==> src/rtl/smbls_pkg.sv <==
package smbls_pkg;
  typedef struct packed {
    logic scl;
    logic sda;
  } bus_lines_t;

  function automatic logic both_low(bus_lines_t l);
    return ~l.scl & ~l.sda;
  endfunction

  function automatic logic both_high(bus_lines_t l);
    return l.scl & l.sda;
  endfunction
endpackage

==> src/rtl/smbls_line_filter.sv <==
module smbls_line_filter #(
  parameter int DEPTH = 3
) (
  input  logic clk,
  input  logic rst_n,
  input  logic raw_i,
  output logic filt_o
);
  logic s1, s2;
  logic [DEPTH-1:0] hist;

  always_ff @(posedge clk or negedge rst_n) begin
    if (!rst_n) begin
      s1     <= 1'b1;
      s2     <= 1'b1;
      hist   <= '1;
      filt_o <= 1'b1;
    end else begin
      s1   <= raw_i;
      s2   <= s1;
      hist <= {hist[DEPTH-2:0], s2};
      if (&hist)       filt_o <= 1'b1;
      else if (~|hist) filt_o <= 1'b0;
    end
  end
endmodule

==> src/rtl/smbls_dur_counter.sv <==
module smbls_dur_counter #(
  parameter int LIMIT = 26,
  localparam int W = $clog2(LIMIT + 1)
) (
  input  logic         clk,
  input  logic         rst_n,
  input  logic         clr_i,
  input  logic         en_i,
  input  logic         tick_i,
  output logic [W-1:0] cnt_o,
  output logic         hit_o
);
  logic step;
  assign step  = tick_i & en_i & ~clr_i & (cnt_o != W'(LIMIT));
  assign hit_o = step & (cnt_o == W'(LIMIT - 1));

  always_ff @(posedge clk or negedge rst_n) begin
    if (!rst_n)     cnt_o <= '0;
    else if (clr_i) cnt_o <= '0;
    else if (step)  cnt_o <= cnt_o + 1'b1;
  end
endmodule

==> src/rtl/smbus_line_supervisor.sv <==
module smbus_line_supervisor #(
  parameter int TLOW_TICKS   = 26,
  parameter int IDLE_TICKS   = 51,
  parameter int SEXT_TICKS   = 26,
  parameter int MEXT_TICKS   = 11,
  parameter int BUSOFF_TICKS = 2000,
  parameter int CAL_TICKS    = 5000,
  parameter int FILT_DEPTH   = 3
) (
  input  logic clk,
  input  logic rst_n,
  input  logic scl_i,
  input  logic sda_i,
  input  logic ms_tick_i,
  input  logic start_det_i,
  input  logic stop_det_i,
  input  logic slv_hold_i,
  input  logic idle_chk_off_i,
  output logic timeout_o,
  output logic abort_o,
  output logic bus_off_o,
  output logic bus_avail_o,
  output logic cal_req_o
);
  import smbls_pkg::*;

  localparam int BLW = $clog2(CAL_TICKS + 1);
  localparam int NLINES = 2;

  bus_lines_t lines;
  logic [NLINES-1:0] raw_v, filt_v;
  assign raw_v = {scl_i, sda_i};

  // one synchronizer and glitch filter per line
  for (genvar g = 0; g < NLINES; g++) begin : g_line
    smbls_line_filter #(.DEPTH(FILT_DEPTH)) u_filt (
      .clk(clk), .rst_n(rst_n), .raw_i(raw_v[g]), .filt_o(filt_v[g])
    );
  end
  assign lines.scl = filt_v[1];
  assign lines.sda = filt_v[0];

  logic in_msg;
  logic lo_both, hi_both;
  assign lo_both = both_low(lines);
  assign hi_both = both_high(lines);

  // single clock-low phase
  logic low_hit;
  logic [$clog2(TLOW_TICKS+1)-1:0] low_cnt;
  smbls_dur_counter #(.LIMIT(TLOW_TICKS)) u_low (
    .clk(clk), .rst_n(rst_n), .clr_i(lines.scl), .en_i(1'b1),
    .tick_i(ms_tick_i), .cnt_o(low_cnt), .hit_o(low_hit)
  );

  // idle inside a message
  logic idle_hit;
  logic [$clog2(IDLE_TICKS+1)-1:0] idle_cnt;
  smbls_dur_counter #(.LIMIT(IDLE_TICKS)) u_idle (
    .clk(clk), .rst_n(rst_n),
    .clr_i(~hi_both | ~in_msg | idle_chk_off_i), .en_i(1'b1),
    .tick_i(ms_tick_i), .cnt_o(idle_cnt), .hit_o(idle_hit)
  );

  // cumulative stretch, cleared at each start
  logic sext_hit, mext_hit;
  logic [$clog2(SEXT_TICKS+1)-1:0] sext_cnt;
  logic [$clog2(MEXT_TICKS+1)-1:0] mext_cnt;
  smbls_dur_counter #(.LIMIT(SEXT_TICKS)) u_sext (
    .clk(clk), .rst_n(rst_n), .clr_i(start_det_i),
    .en_i(in_msg & ~lines.scl & slv_hold_i),
    .tick_i(ms_tick_i), .cnt_o(sext_cnt), .hit_o(sext_hit)
  );
  smbls_dur_counter #(.LIMIT(MEXT_TICKS)) u_mext (
    .clk(clk), .rst_n(rst_n), .clr_i(start_det_i),
    .en_i(in_msg & ~lines.scl & ~slv_hold_i),
    .tick_i(ms_tick_i), .cnt_o(mext_cnt), .hit_o(mext_hit)
  );

  // shared both-low duration
  logic cal_hit;
  logic [BLW-1:0] bl_cnt;
  smbls_dur_counter #(.LIMIT(CAL_TICKS)) u_both (
    .clk(clk), .rst_n(rst_n), .clr_i(~lo_both), .en_i(1'b1),
    .tick_i(ms_tick_i), .cnt_o(bl_cnt), .hit_o(cal_hit)
  );

  logic busoff_hit;
  assign busoff_hit = ms_tick_i & lo_both & (bl_cnt == BLW'(BUSOFF_TICKS - 1));

  logic abort_now;
  assign abort_now = in_msg & (low_hit | idle_hit | sext_hit | mext_hit);

  logic recov;

  always_ff @(posedge clk or negedge rst_n) begin
    if (!rst_n) begin
      in_msg    <= 1'b0;
      timeout_o <= 1'b0;
      abort_o   <= 1'b0;
      cal_req_o <= 1'b0;
      bus_off_o <= 1'b0;
      recov     <= 1'b0;
    end else begin
      timeout_o <= low_hit;
      abort_o   <= abort_now;
      cal_req_o <= cal_hit;
      if (start_det_i)                 in_msg <= 1'b1;
      else if (stop_det_i | abort_now) in_msg <= 1'b0;
      // bus-off entry, exit and recovery delay
      if (busoff_hit) begin
        bus_off_o <= 1'b1;
      end else if (bus_off_o & ~lo_both) begin
        bus_off_o <= 1'b0;
        recov     <= 1'b1;
      end else if (recov & ms_tick_i) begin
        recov     <= 1'b0;
      end
    end
  end

  assign bus_avail_o = ~(bus_off_o | recov);
endmodule

==> config.mk <==
export PLATFORM = sky130hd
export DESIGN_NAME = smbus_line_supervisor
export DESIGN_NICKNAME = d
export VERILOG_FILES = /design/src/rtl/smbls_pkg.sv /design/src/rtl/smbls_line_filter.sv /design/src/rtl/smbls_dur_counter.sv /design/src/rtl/smbus_line_supervisor.sv
export SDC_FILE = /design/constraint.sdc
export NUM_CORES = 1
export LEC_CHECK = 0
export ABC_CLOCK_PERIOD_IN_PS = 3400
export BUFFER_PORTS_ARGS = -buffer_cell sky130_fd_sc_hd__buf_4
export CAP_MARGIN = 20
export CORE_MARGIN = 3
export CORE_UTILIZATION = 55
export CTS_CLUSTER_DIAMETER = 120
export CTS_CLUSTER_SIZE = 12
export DETAILED_ROUTE_END_ITERATION = 10
export PLACE_DENSITY = 0.75
export SLEW_MARGIN = 30
export SYNTH_ARGS = -nofsm -noshare
export SYNTH_HDL_FRONTEND = slang
export SYNTH_SLANG_ARGS = --single-unit
export TNS_END_PERCENT = 10
==> constraint.sdc <==
create_clock -name clk -period 3.4 [get_ports clk]
set_input_delay 1.02 -clock clk [delete_from_list [all_inputs] [get_ports clk]]
set_output_delay 1.02 -clock clk [all_outputs]
set_load 0.01 [all_outputs]
## Word level (Yosys, flattened, before mapping)

Cells that the tools add are included.

- Register bits: 51
- Input bits: 9
- Output and inout port bits: 5
- Logic and storage cells: 113

- Add/sub/neg operators: 5
- Equality and inequality tests: 14
- Mux-type cells: 20
- Bitwise logic cells: 43
- Reductions and logical operators: 12

Operator list:

| operator | count |
|---|---|
| 1-bit AND | 26 |
| 13-bit 2-to-1 mux | 2 |
| 5-bit 2-to-1 mux | 4 |
| 2-bit nonzero test | 7 |
| 13-bit by 1-bit adder with 13-bit output (second input constant) | 1 |
| 13-bit by 11-bit == test with 1-bit output (second input constant) | 1 |
| 13-bit == test (second input constant) | 1 |
| 13-bit != test (second input constant) | 1 |
| 6-bit 2-to-1 mux | 2 |
| 5-bit by 1-bit adder with 5-bit output (second input constant) | 2 |
| 5-bit == test (second input constant) | 2 |
| 1-bit 2-to-1 mux | 10 |
| 5-bit != test (second input constant) | 2 |
| 1-bit NOT | 10 |
| 4-bit 2-to-1 mux | 2 |
| 1-bit OR | 7 |
| 6-bit by 1-bit adder with 6-bit output (second input constant) | 1 |
| 6-bit == test (second input constant) | 1 |
| 2-bit by 1-bit != test with 1-bit output (second input constant) | 3 |
| 6-bit != test (second input constant) | 1 |
| 3-bit AND reduction | 2 |
| 3-bit OR reduction | 2 |
| 4-bit by 1-bit adder with 4-bit output (second input constant) | 1 |
| 4-bit == test (second input constant) | 1 |
| other kinds (2) | 2 |

## Logic depth before layout (Yosys ltp)

Gate-level depths: netlist (run 1).

- Word-level depth: 15
- Depth in mapped cells: 6
- Mapped depth without buffers: 6

## Cells and area by module

Synthesis (run 1) repeated with hierarchy kept, for this count alone.

- Cells, all modules: 245
- Area total of the unflattened synthesis: 2630.0 um^2

Modules (own cells, without submodules):

| module | times used | cells an instance | area an instance (um^2) | seq. area each (um^2) |
|---|---|---|---|---|
| smbls_dur_counter (u_both) | 1 | 77 | 742.0 | 325.3 |
| smbls_dur_counter (u_low ...) | 2 | 31 | 326.6 | 125.1 |
| smbls_dur_counter (u_idle) | 1 | 37 | 359.1 | 150.1 |
| smbls_line_filter | 2 | 10 | 176.4 | 157.7 |
| smbus_line_supervisor | 1 | 25 | 291.5 | 150.1 |
| smbls_dur_counter (u_mext) | 1 | 24 | 231.5 | 100.1 |

## Worst setup path after synthesis (run 1)

Ideal clock, no wire load.

- Path kind: input -> register
- From: input port ms_tick_i
- To: register abort_o
- Library setup time: 0.119 ns
- Arrival time: 2.196 ns
- Required time: 3.281 ns
- Slack: 1.085 ns
- Stages on the path: 6
- Buffers on the path: 2
- Cells stage by stage: buf_6 nor4bb_1 buf_4 and4_4 or4_4 and2_1

- Cells in the longest elaborated chain, start to end: 7
- Elaborated cells on any way between the ends: 18
- Those cells by class: bitwise (18)

RTL lines:

| element | line | text |
|---|---|---|
| start: declaration | smbus_line_supervisor.sv:14 | `input logic ms_tick_i,` |
| 1-bit AND (2 in series) | smbls_dur_counter.sv:14 | `assign step = tick_i & en_i & ~clr_i & (cnt_o != W'(LIMIT));` |
| 1-bit AND, on equally long branches | smbls_dur_counter.sv:15, smbls_dur_counter.sv:14 |  |
| 1-bit OR or 1-bit AND (tied branches) | smbus_line_supervisor.sv:92, smbls_dur_counter.sv:15 |  |
| 1-bit OR | smbus_line_supervisor.sv:92 | `assign abort_now = in_msg & (low_hit \| idle_hit \| sext_hit \| mext_hit);` |
| 1-bit OR * | smbus_line_supervisor.sv:92 |  |
| 1-bit AND * | smbus_line_supervisor.sv:92 |  |
| net abort_now | smbus_line_supervisor.sv:91 | `logic abort_now;` |
| end signal: assignment | smbus_line_supervisor.sv:106 | `abort_o <= abort_now;` |
| end: declaration | smbus_line_supervisor.sv:20 | `output logic abort_o,` |

The timed path passes the listed nets; every way through them passes the cells marked *.
A chain may end at the register's enable or synchronous reset.

## Final worst setup path (run 1)

Same ends and word-level chain as after synthesis.

==> results of run 1 <==
==> through the flow <==
| stage | setup slack, ns | hold slack (ns) |
|---|---|---|
| finish | 1.27 | 0.358 |
| global route | 1.26 | 0.367 |
| CTS | 1.27 | 0.359 |
| detailed placement | 0.948 | 0.347 |
| global placement | 0.960 | 0.346 |
| floorplan | 1.08 | 0.345 |
==> cell type report <==
| cell class | instances | area [um2] |
|---|---|---|
| Fill cell | 364 | 1650 |
| Clock inverter | 1 | 30.0 |
| Timing Repair Buffer | 14 | 105 |
| Tap cell | 52 | 65.1 |
| Multi-Input combinational cell | 169 | 1140 |
| Inverter | 16 | 60.1 |
| Clock buffer | 7 | 76.3 |
| Sequential cell | 51 | 1290 |
==> layer usage <==
layer / global-route usage / up-vias / share of wire
li1: - / 890 / -
met1: 0.226 / 897 / 0.47
met2: 0.284 / 31 / 0.47
met3: 0.0424 / 11 / 0.039
met4: 0.0664 / 0 / 0.021
met5: 0 / - / 0
==> kinds of logic (layout without fill, tap and decap cells) <==
logic type | after synthesis | after routing | synth area share
and+or+nand+nor | 102 | 102 | 0.238
DFF | 51 | 51 | 0.509
AOI/OAI and AO/OA | 37 | 37 | 0.0893
buffers and inverters | 24 | 38 | 0.0409
xor gates and xnor gates | 15 | 15 | 0.0518
adders and majority gates | 12 | 12 | 0.0592
muxes | 3 | 3 | 0.0118
==> state kept, by name, indices dropped and copies added, names as in the netlist, 2 cells and up <==
name,cells
u_both.cnt_o,13
g_line.u_filt.hist,6
u_idle.cnt_o,6
g_line.u_filt.filt_o,2
g_line.u_filt.s1,2
u_low.cnt_o,5
g_line.u_filt.s2,2
u_mext.cnt_o,4
u_sext.cnt_o,5
==> path summary, 6_finish.rpt <==
path / to / slack [ns]
setup / recovery: abort_o / 1.27
hold / removal: g_line[1].u_filt.hist[0] / 0.36
setup reg to reg: abort_o / 1.56
hold reg to reg: g_line[1].u_filt.hist[0] / 0.36
max in group asynchronous: u_low.cnt_o[1] / 2.25
min in group asynchronous: u_both.cnt_o[8] / 0.73
==> critical path, stage by stage <==
cell      delay [ns]
buf_4           0.17
nor4bb_1        0.14
buf_4           0.17
and4_4          0.16
or4_4           0.50
and2_1          0.16
==> power by group <==
group	leakage (nW)	internal (W)	switching (W)
logic	0.460	0.0000217	0.0000376
registers	0.667	0.000627	0.0000167
clock network	0.0524	0.000220	0.000188
total	1.18	0.000869	0.000242
==> cell usage in the layout, fill, tap and decap left out, types with 2 or more instances in the layout <==
master	instances
xnor2_1	4
o211ai_1	2
buf_4	14
dfstp_2	12
o31ai_1	3
nor3b_1	4
clkbuf_1	2
clkbuf_8	5
or3_1	4
xor2_1	11
nor4_1	3
nand4b_1	4
nand4_1	14
and3b_1	2
and3_1	2
nand2_1	11
dfrtp_1	39
nand3_1	7
o21ai_0	12
nor4bb_1	3
mux2i_1	3
ha_1	12
nor2b_1	2
and2_1	4
nor2_1	22
nand2b_1	5
inv_1	16
nand3b_1	5
a21oi_1	11
or2_2	3
==> results by group, run 1 <==
Status
  • Status: completed

Clocking
  • Clk_lat worst skew: around 0.30 ns
  • Cts hold-fix bufs: 0
  • CTS H-tree lvls: 2
  • Root Driver: clkbuf_8
  • CTS-repair resized insts: 0
  • Setup bufs post-CTS: 0
  • CTS clk-pin slew, worst paths: around 0.09 ns
  • CTS buffer count: 5
  • Sink Count: 51
  • Clock Path Buffers: 2
  • CTS tree: done

Die
  • Initial core utilization: 0.575
  • Die Y: 73.9 um
  • Core box area: 0.00441 mm2
  • Row count: 24
  • Die area: between 0.005 and 0.006 mm2
  • DIE WIDTH: about 74 um
  • Number of I/O pins: 14

Synth
  • Sequential fraction of the synthesis area: 0.509
  • Commonest cells post-synth: dfrtp_1 (39), nor2_1 (22), inv_1 (16), nand4_1 (14)
  • Most frequent cell after synthesis: dfrtp_1
  • Synth unique cells: 47
  • Synth top area share: 0.385
  • Async SR Flop Fraction: 1.00
  • Synthesized flop and latch total: a little over 50
  • Area of the mapped netlist: 0.00254 mm2
  • Post-synth EDFFs: 0
  • Syn Area/Cell: roughly 10 um2
  • Ranking of synthesized cells by area: dfrtp_1 (38%), dfstp_2 (12%), ha_1 (5.9%)
  • Mapped Nets: 265
  • Synth Instances: between 200 and 250
  • Synth warn: 0
  • Main flop type after synthesis: dfrtp_1
  • Post-synth top area cell: dfrtp_1

Global routing
  • Largest net degree at the start of global routing: 52
  • First-pass GRT wire length: between 7 and 8 mm
  • Grt total ovfl: 0
  • Total Routing Usage GR: 0.175
  • Initial antenna violation count: 0
  • Vias in the first global route: ~1700

Critical path
  • Worst endpoint required time: 3.60 ns
  • CP Capture Type: register
  • Peak fanout along the critical path: 17
  • Worst Setup SP: ms_tick_i
  • Setup CP Type: in2reg
  • Critical path arrival: 2.33 ns
  • Startpoint Class: input pin
  • Reg2Reg Launch Point: g_line[1].u_filt.filt_o
  • Cell count of the worst reg-to-reg path: 5

Finish
  • Area grow syn2layout: 9.18%
  • Post-route design area: roughly 0.0028 mm2
  • ANT cells: 0
  • Final design utilization: 0.627
  • Non-Filler Instances: 310
  • Final #Nets: between 200 and 300
  • Layout cells sized above 1: 0.147

STA
  • Final hold vios: 0
  • Slew HR: 0.591
  • Max Freq: around 470 MHz
  • Final setup fails: 0
  • Setup TNS: 0 ns
  • Tcrit/Tclk final: 0.627
  • Skew final: roughly 0.014 ns
  • Setup repair after global routing missed its margin: no
  • Pins Over Slew Limit: 0
  • Least-Margin Pin Slew: 0.613 ns
  • Min cycle time layout: 2.13 ns

Hold path
  • Worst Hold Depth: 0
  • Hold_sp: g_line[1].u_filt.s2
  • Min-Delay Path Class: reg2reg

Placed design
  • Placed cell areas: 0.00266 mm2
  • Global placer's final weighted congestion: between 0.8 and 0.9
  • Buffers on Ports: 13
  • Sum of net half-perimeters after detailed placement: ~2.9 mm
  • Dpl cells: between 300 and 400

Pwr
  • PwrDens: 401 mW/mm2
  • Total power: around 0.0011 W
  • Leak Pwr: 1.18 nW
  • Max VDD drop: 0.000293 V

Routing
  • Wirelength per Cell: ~14 um
  • Final ANT Viol Nets: 0
  • Vias per inst: approximately 5.9
  • WL final: around 4.3 mm
  • Total number of vias: 1829
  • Drt first pass iters: 4
  • DRC: 0
  • DR iter-0 viols: 60

Flow run
  • Total of max-cap violations: 0
(Power assumes the default switching activity.)
==> run 2, diff against run 1 <==
--- a/config.mk
+++ b/config.mk
@@ -5,7 +5,7 @@
 export SDC_FILE = /design/constraint.sdc
 export NUM_CORES = 1
 export LEC_CHECK = 0
-export ABC_CLOCK_PERIOD_IN_PS = 3400
+export ABC_CLOCK_PERIOD_IN_PS = 2200
 export BUFFER_PORTS_ARGS = -buffer_cell sky130_fd_sc_hd__buf_4
 export CAP_MARGIN = 20
 export CORE_MARGIN = 3
==> constraint.sdc (replaced) <==
create_clock -name clk -period 2.2 [get_ports clk]
set_input_delay 0.66 -clock clk [delete_from_list [all_inputs] [get_ports clk]]
set_output_delay 0.66 -clock clk [all_outputs]
set_load 0.01 [all_outputs]
==> run 2 against run 1 <==
Net effect:
- final area increased by 0.14%
- via count down 2.7%
- flip-flop and latch count stayed put
- die area did not move
- wire length up 3.8%
- sequential power increased by 55%
- non-clock buffer count grew 2
- critical path type is now reg2reg
==> results by group, run 2 (same netlist as run 1, synthesis figures left out) <==
STA
  • Max Freq: 538 MHz
  • Tcrit/Tclk final: 0.844
  • Pins Over Slew Limit: 0 (unchanged)
  • Slew HR: 0.593 (+0.00203)
  • Setup repair after global routing missed its margin: no
  • Least-Margin Pin Slew: 0.610 ns (-0.00305 ns)
  • Skew final: 0.0116 ns (-0.00236 ns)
  • Final hold vios: 0 (unchanged)
  • Min cycle time layout: around 1.9 ns
  • Setup TNS: 0 ns (unchanged)
  • Final setup fails: 0 (unchanged)

Critical path
  • CP Capture Type: register
  • Critical path's largest stage delay: 0.67 ns (+0.17 ns)
  • Startpoint Class: register
  • Worst endpoint required time: 2.40 ns (-1.20 ns)
  • Critical path arrival: 2.06 ns (-0.27 ns)
  • Setup CP Type: reg2reg
  • WP buf/inv: 1 (-1)
  • Peak fanout along the critical path: 13 (-4)
  • CP delay by family, top: simple AND/OR/NAND/NOR gates
  • CP max-delay cell: dfstp_2
  • Worst path cell trace: nor4bb_1 -> buf_4 -> and4_4 -> or4_4 -> and2_1
  • R2R Setup Slk: 0.34 ns (-1.22 ns)

Clocking
  • CTS H-tree lvls: 2 (unchanged)
  • CTS-repair resized insts: 0 (unchanged)
  • Root Driver: clkbuf_8
  • CTS buffer count: 5 (unchanged)
  • CTS tree: done
  • Setup bufs post-CTS: 0 (unchanged)
  • Cts hold-fix bufs: 0 (unchanged)
  • CTS clk-pin slew, worst paths: 0.10 ns (about the same)
  • Clk_lat worst skew: 0.30 ns (about the same)
  • Sink Count: 51 (unchanged)
  • Clock Path Buffers: 2 (unchanged)

Pwr
  • PwrDens: 595 mW/mm2 (+48%)
  • Comb power frac: 0.059 (+0.006)
  • Sw Share: 0.234 (+0.0161)
  • Total power: 0.00165 W (+48%)
  • Max VDD drop: 0.000372 V (+27%)
  • P_sw: 0.000386 W (+59%)
  • Int Pwr: 0.00126 W (+45%)
  • Leak Pwr: 1.18 nW (+0.44%)
  • Sequential power share: 0.603 (+0.024)
  • Clock power share: 0.338 (-0.029)

Die
  • Initial core utilization: 0.575 (unchanged)
  • Die Y: 73.9 um (unchanged)
  • Core box area: 0.00441 mm2 (unchanged)
  • Die area: 0.00546 mm2 (unchanged)
  • Number of I/O pins: 14 (unchanged)
  • Row count: 24 (unchanged)
  • DIE WIDTH: 73.9 um (unchanged)

Global routing
  • Vias in the first global route: 1748 (+1.7%)
  • Total Routing Usage GR: 0.186 (+0.0110)
  • First-pass GRT wire length: 7.93 mm (+5.2%)
  • Largest net degree at the start of global routing: 52 (unchanged)
  • Initial antenna violation count: 0 (unchanged)
  • Grt total ovfl: 0 (unchanged)

Placed design
  • Global placer's final weighted congestion: 0.781 (-3.2%)
  • Sum of net half-perimeters after detailed placement: 3.09 mm (+5.0%)
  • Buffers on Ports: 13 (unchanged)

Finish
  • Regs by FF count: u_both.cnt_o: 13 flops, g_line.u_filt.hist: 6 flops, u_idle.cnt_o: 6 flops
  • Area grow syn2layout: 9.32%
  • Largest Register: u_both.cnt_o
  • Max FFs per register: 13 (unchanged)
  • Final #Nets: 280 (+0.72%)
  • Final design utilization: 0.628 (+0.000850)
  • Commonest non-fill, non-tap cell in the layout: dfrtp_1
  • Most frequent cells in the layout: dfrtp_1 (39), nor2_1 (22), inv_1 (16), buf_4 (16), nand4_1 (14)
  • Fillers: 359 (-1.4%)
  • Layout cells sized above 1: 0.158 (+0.0104)
  • ANT cells: 0 (unchanged)

Routing
  • DRC: 0 (unchanged)
  • Wirelength per Cell: 14.2 um (+3.2%)
  • WL final: 4.44 mm (+3.8%)
  • Total number of vias: 1779 (-2.7%)
  • Vias per inst: 5.70 (-3.4%)
  • DR iter-0 viols: 89 (+48%)
  • Drt first pass iters: 4 (unchanged)
  • Final ANT Viol Nets: 0 (unchanged)

Hold path
  • Min-Delay Path Class: in2async

Status
  • Status: completed

Flow run
  • Total of max-cap violations: 0 (unchanged)
-- run 2: layout make-up --
type	instances	area, um2	share of cell area
Sequential cell	51	1290	0.466
Multi-Input combinational cell	169	1140	0.412
Timing Repair Buffer	16	120	0.0433
Clock buffer	7	86.3	0.0311
Tap cell	52	65.1	0.0235
Inverter	16	60.1	0.0217
Clock inverter	1	8.76	0.00316
-- run 2: through the flow --
stage | cells | worst slack, ns | hold WS [ns] | cell area (um2)
after floorplan | 244 | 0.245 | 0.345 | 2540
final | 312 | 0.343 | 0.360 | 2770
after detailed placement | 304 | 0.136 | 0.347 | 2680
after global routing | 312 | 0.261 | 0.366 | 2770
after global placement | 304 | 0.152 | 0.346 | 2680
after CTS | 312 | 0.328 | 0.362 | 2770
-- run 2: worst paths after layout --
| check | startpoint | to | depth (start not counted) |
|---|---|---|---|
| hold / removal | rst_n | u_both.cnt_o[10] | 1 |
| hold reg to reg | g_line[0].u_filt.s1 | g_line[0].u_filt.s2 | 0 |
| setup / recovery | g_line[1].u_filt.filt_o | abort_o | 5 |
| min in group clk | g_line[0].u_filt.s1 | g_line[0].u_filt.s2 | 0 |
| max in group asynchronous | rst_n | u_mext.cnt_o[2] | 1 |
| setup reg to reg | g_line[1].u_filt.filt_o | abort_o | 5 |
-- run 2: power by group through the flow --
stage	registers, W	logic (W)	clock network [W]
final	0.000995	0.0000966	0.000558
after global routing	0.00100	0.000113	0.000622
after CTS	0.000996	0.0000992	0.000584
after detailed placement	0.00101	0.0000988	0
after global placement	0.00101	0.0000961	0
after floorplan	0.00100	0.0000614	0
-- run 2: metal layers --
layer	up-vias	share of wire	track usage
met4	0	0.0061	0.0644
met3	2	0.026	0.0465
met1	864	0.49	0.251
met2	22	0.48	0.292
met5	-	0	0
li1	891	-	-
-- run 2: worst reg2reg max path: cells and delay by family, from the launching register on --
kind | cells | cell delay [ns]
buf+inv | 1 | 0.17
simple gates | 4 | 0.92
flops | 1 | 0.67
==> run 3, diff against run 2 <==
--- a/config.mk
+++ b/config.mk
@@ -5,15 +5,15 @@
 export SDC_FILE = /design/constraint.sdc
 export NUM_CORES = 1
 export LEC_CHECK = 0
-export ABC_CLOCK_PERIOD_IN_PS = 2200
+export ABC_CLOCK_PERIOD_IN_PS = 1500
 export BUFFER_PORTS_ARGS = -buffer_cell sky130_fd_sc_hd__buf_4
 export CAP_MARGIN = 20
 export CORE_MARGIN = 3
-export CORE_UTILIZATION = 55
+export CORE_UTILIZATION = 54
 export CTS_CLUSTER_DIAMETER = 120
 export CTS_CLUSTER_SIZE = 12
 export DETAILED_ROUTE_END_ITERATION = 10
-export PLACE_DENSITY = 0.75
+export PLACE_DENSITY = 0.77
 export SLEW_MARGIN = 30
 export SYNTH_ARGS = -nofsm -noshare
 export SYNTH_HDL_FRONTEND = slang
==> constraint.sdc (replaced) <==
create_clock -name clk -period 1.5 [get_ports clk]
set_input_delay 0.45 -clock clk [delete_from_list [all_inputs] [get_ports clk]]
set_output_delay 0.45 -clock clk [all_outputs]
set_load 0.01 [all_outputs]
==> run 3 against run 2 <==
Net effect:
- the run now ends with negative setup slack left
- sequential power increased by 46%
- flip-flop and latch count unchanged
- hold slack got worse by 0.27 ns
- largest power group unchanged
- highest routed layer unchanged
==> results by group, run 3 (same netlist as run 1, synthesis figures left out) <==
STA
  • Slew HR: 0.762 (+0.169)
  • Setup repair after global routing missed its margin: yes
  • Min cycle time layout: 1.64 ns (-0.218 ns)
  • Least-Margin Pin Slew: 0.353 ns (-0.257 ns)
  • Max Freq: 610 MHz (+13%)
  • Fin Hold WS: 0.0937 ns (-0.266 ns)
  • Fin worst setup slack: -0.139 ns (-0.482 ns)
  • Final hold vios: 0 (unchanged)
  • Skew final: 0.00424 ns (-0.00732 ns)
  • Setup TNS: -0.562 ns (-0.562 ns)
  • Pins Over Slew Limit: 0 (unchanged)
  • Final setup fails: 10 (+10)
  • Tcrit/Tclk final: 1.09 (+0.248)

Clocking
  • CTS H-tree lvls: 2 (unchanged)
  • Root Driver: clkbuf_8
  • CTS tree: done
  • Clk_lat worst skew: 0.30 ns (about the same)
  • CTS clk-pin slew, worst paths: 0.09 ns (about the same)
  • Sink Count: 51 (unchanged)
  • Clock Path Buffers: 2 (unchanged)
  • CTS buffer count: 5 (unchanged)

Global routing
  • Grt total ovfl: 0 (unchanged)
  • Initial antenna violation count: 0 (unchanged)
  • Largest net degree at the start of global routing: 52 (unchanged)
  • First-pass GRT wire length: 9.25 mm (+17%)
  • Total Routing Usage GR: 0.217 (+0.0310)
  • Vias in the first global route: 2054 (+18%)

Finish
  • Layout cells sized above 1: 0.390 (+0.232)
  • Max FFs per register: 13 (unchanged)
  • ANT cells: 0 (unchanged)
  • Commonest non-fill, non-tap cell in the layout: buf_4
  • Largest Register: u_both.cnt_o
  • Post-route design area: 0.00335 mm2 (+21%)
  • Final #Nets: 333 (+19%)
  • Area grow syn2layout: 32.0%
  • Most frequent cells in the layout: buf_4 (66), dfrtp_1 (39), nor2_1 (22)
  • Regs by FF count: u_both.cnt_o: 13 flops, g_line.u_filt.hist: 6 flops, u_idle.cnt_o: 6 flops

Routing
  • DR iter-0 viols: 229 (+160%)
  • DRC: 0 (unchanged)
  • WL final: 5.71 mm (+29%)
  • Wirelength per Cell: 15.7 um (+10%)
  • Vias per inst: 5.66 (-0.78%)
  • Final ANT Viol Nets: 0 (unchanged)
  • Total number of vias: 2065 (+16%)
  • Drt first pass iters: 4 (unchanged)

Critical path
  • Critical path arrival: 1.84 ns (-0.22 ns)
  • Setup CP Type: reg2reg
  • Peak fanout along the critical path: 4 (-9)
  • Startpoint Class: register
  • CP Capture Type: register
  • Worst endpoint required time: 1.70 ns (-0.70 ns)

Placed design
  • Buffers on Ports: 13 (unchanged)
  • Sum of net half-perimeters after detailed placement: 3.70 mm (+20%)
  • Placed cell areas: 0.00303 mm2 (+13%)
  • Global placer's final weighted congestion: 0.847 (+8.5%)

Die
  • DIE WIDTH: 74.5 um (+0.85%)
  • Die Y: 74.5 um (+0.85%)
  • Core box area: 0.00444 mm2 (+0.68%)
  • Number of I/O pins: 14 (unchanged)
  • Initial core utilization: 0.571 (-0.00388)
  • Die area: 0.00555 mm2 (+1.7%)
  • Row count: 24 (unchanged)

Pwr
  • P_sw: 0.000635 W (+64%)
  • Sequential power share: 0.573 (-0.030)
  • Comb power frac: 0.113 (+0.054)
  • Sw Share: 0.251 (+0.0167)
  • Clock power share: 0.314 (-0.024)
  • Leak Pwr: 1.50 nW (+27%)
  • Int Pwr: 0.00190 W (+50%)
  • PwrDens: 757 mW/mm2 (+27%)
  • Max VDD drop: 0.000669 V (+80%)

Flow run
  • Total of max-cap violations: 0 (unchanged)

Status
  • Status: complete, but fails checks
  • Violated checks: negative setup slack

Hold path
  • Min-Delay Path Class: in2async
## run 3: cell types whose count changed in the layout (fill, tap and decap cells not counted), sizes merged
| cell | delta |
|---|---|
| clkinv | -1 |
| clkinvlp | +1 |
| inv | +1 |
| buf | +53 |
| clkbuf | -1 |
## run 3: layout make-up
| type | count | area, um2 |
|---|---|---|
| multi-input combinational | 169 | 1290 |
| sequential | 51 | 1290 |
| fill | 286 | 1100 |
| timing repair buffer | 69 | 547 |
| clock buffer | 6 | 72.6 |
| tap | 52 | 65.1 |
| inverter | 16 | 60.1 |
| clock inverter | 2 | 16.3 |
## run 3: power groups by stage
stage,combinational (W),clock [W],sequential (W)
final,0.000286,0.000795,0.00145
after global routing,0.000313,0.000885,0.00146
after CTS,0.000259,0.000839,0.00145
after detailed placement,0.000225,0,0.00147
after global placement,0.000218,0,0.00147
after floorplan,0.0000910,0,0.00147
## run 3: stage by stage
step | cells | power, W | util | setup slack [ns]
finish | 365 | 0.00253 | 0.753 | -0.139
global route | 365 | 0.00266 | 0.753 | -0.192
CTS | 361 | 0.00255 | 0.721 | -0.102
detailed placement | 347 | 0.00170 | 0.681 | -0.243
global placement | 347 | 0.00169 | 0.681 | -0.184
floorplan | 244 | 0.00156 | - | -0.167
## run 3: final timing paths
check,from,end,slack [ns],cells past startpoint
max,g_line[1].u_filt.filt_o,abort_o,-0.14,4
min,rst_n,u_both.cnt_o[10],0.09,2
max reg2reg,g_line[1].u_filt.filt_o,abort_o,-0.14,4
min reg2reg,g_line[1].u_filt.s1,g_line[1].u_filt.s2,0.36,0
max in group asynchronous,rst_n,g_line[1].u_filt.hist[0],1.11,2
min in group clk,scl_i,g_line[1].u_filt.s1,0.24,1
## run 3: critical path, cell delays in order (launching register included)
cell and delay [ns]:
dfstp_2 0.64, buf_4 0.15, nor4_2 0.04, or4_4 0.53
and2_4 0.17
## run 3: metal layers
layer  wire length (um)  share of wire  GRT usage
met2               2930           0.51      0.360
met3                246          0.043     0.0432
met1               2400           0.42      0.284
met4                136          0.024     0.0771
met5                  0              0          0
## run 3: repair_timing
action | in CTS | in global routing
hold buffers | 0 | 0
gates resized for setup | 10 | 24
buffers inserted | 7 | 4
pin swaps | 4 | 6
setup endpoints to repair | 13 | 22
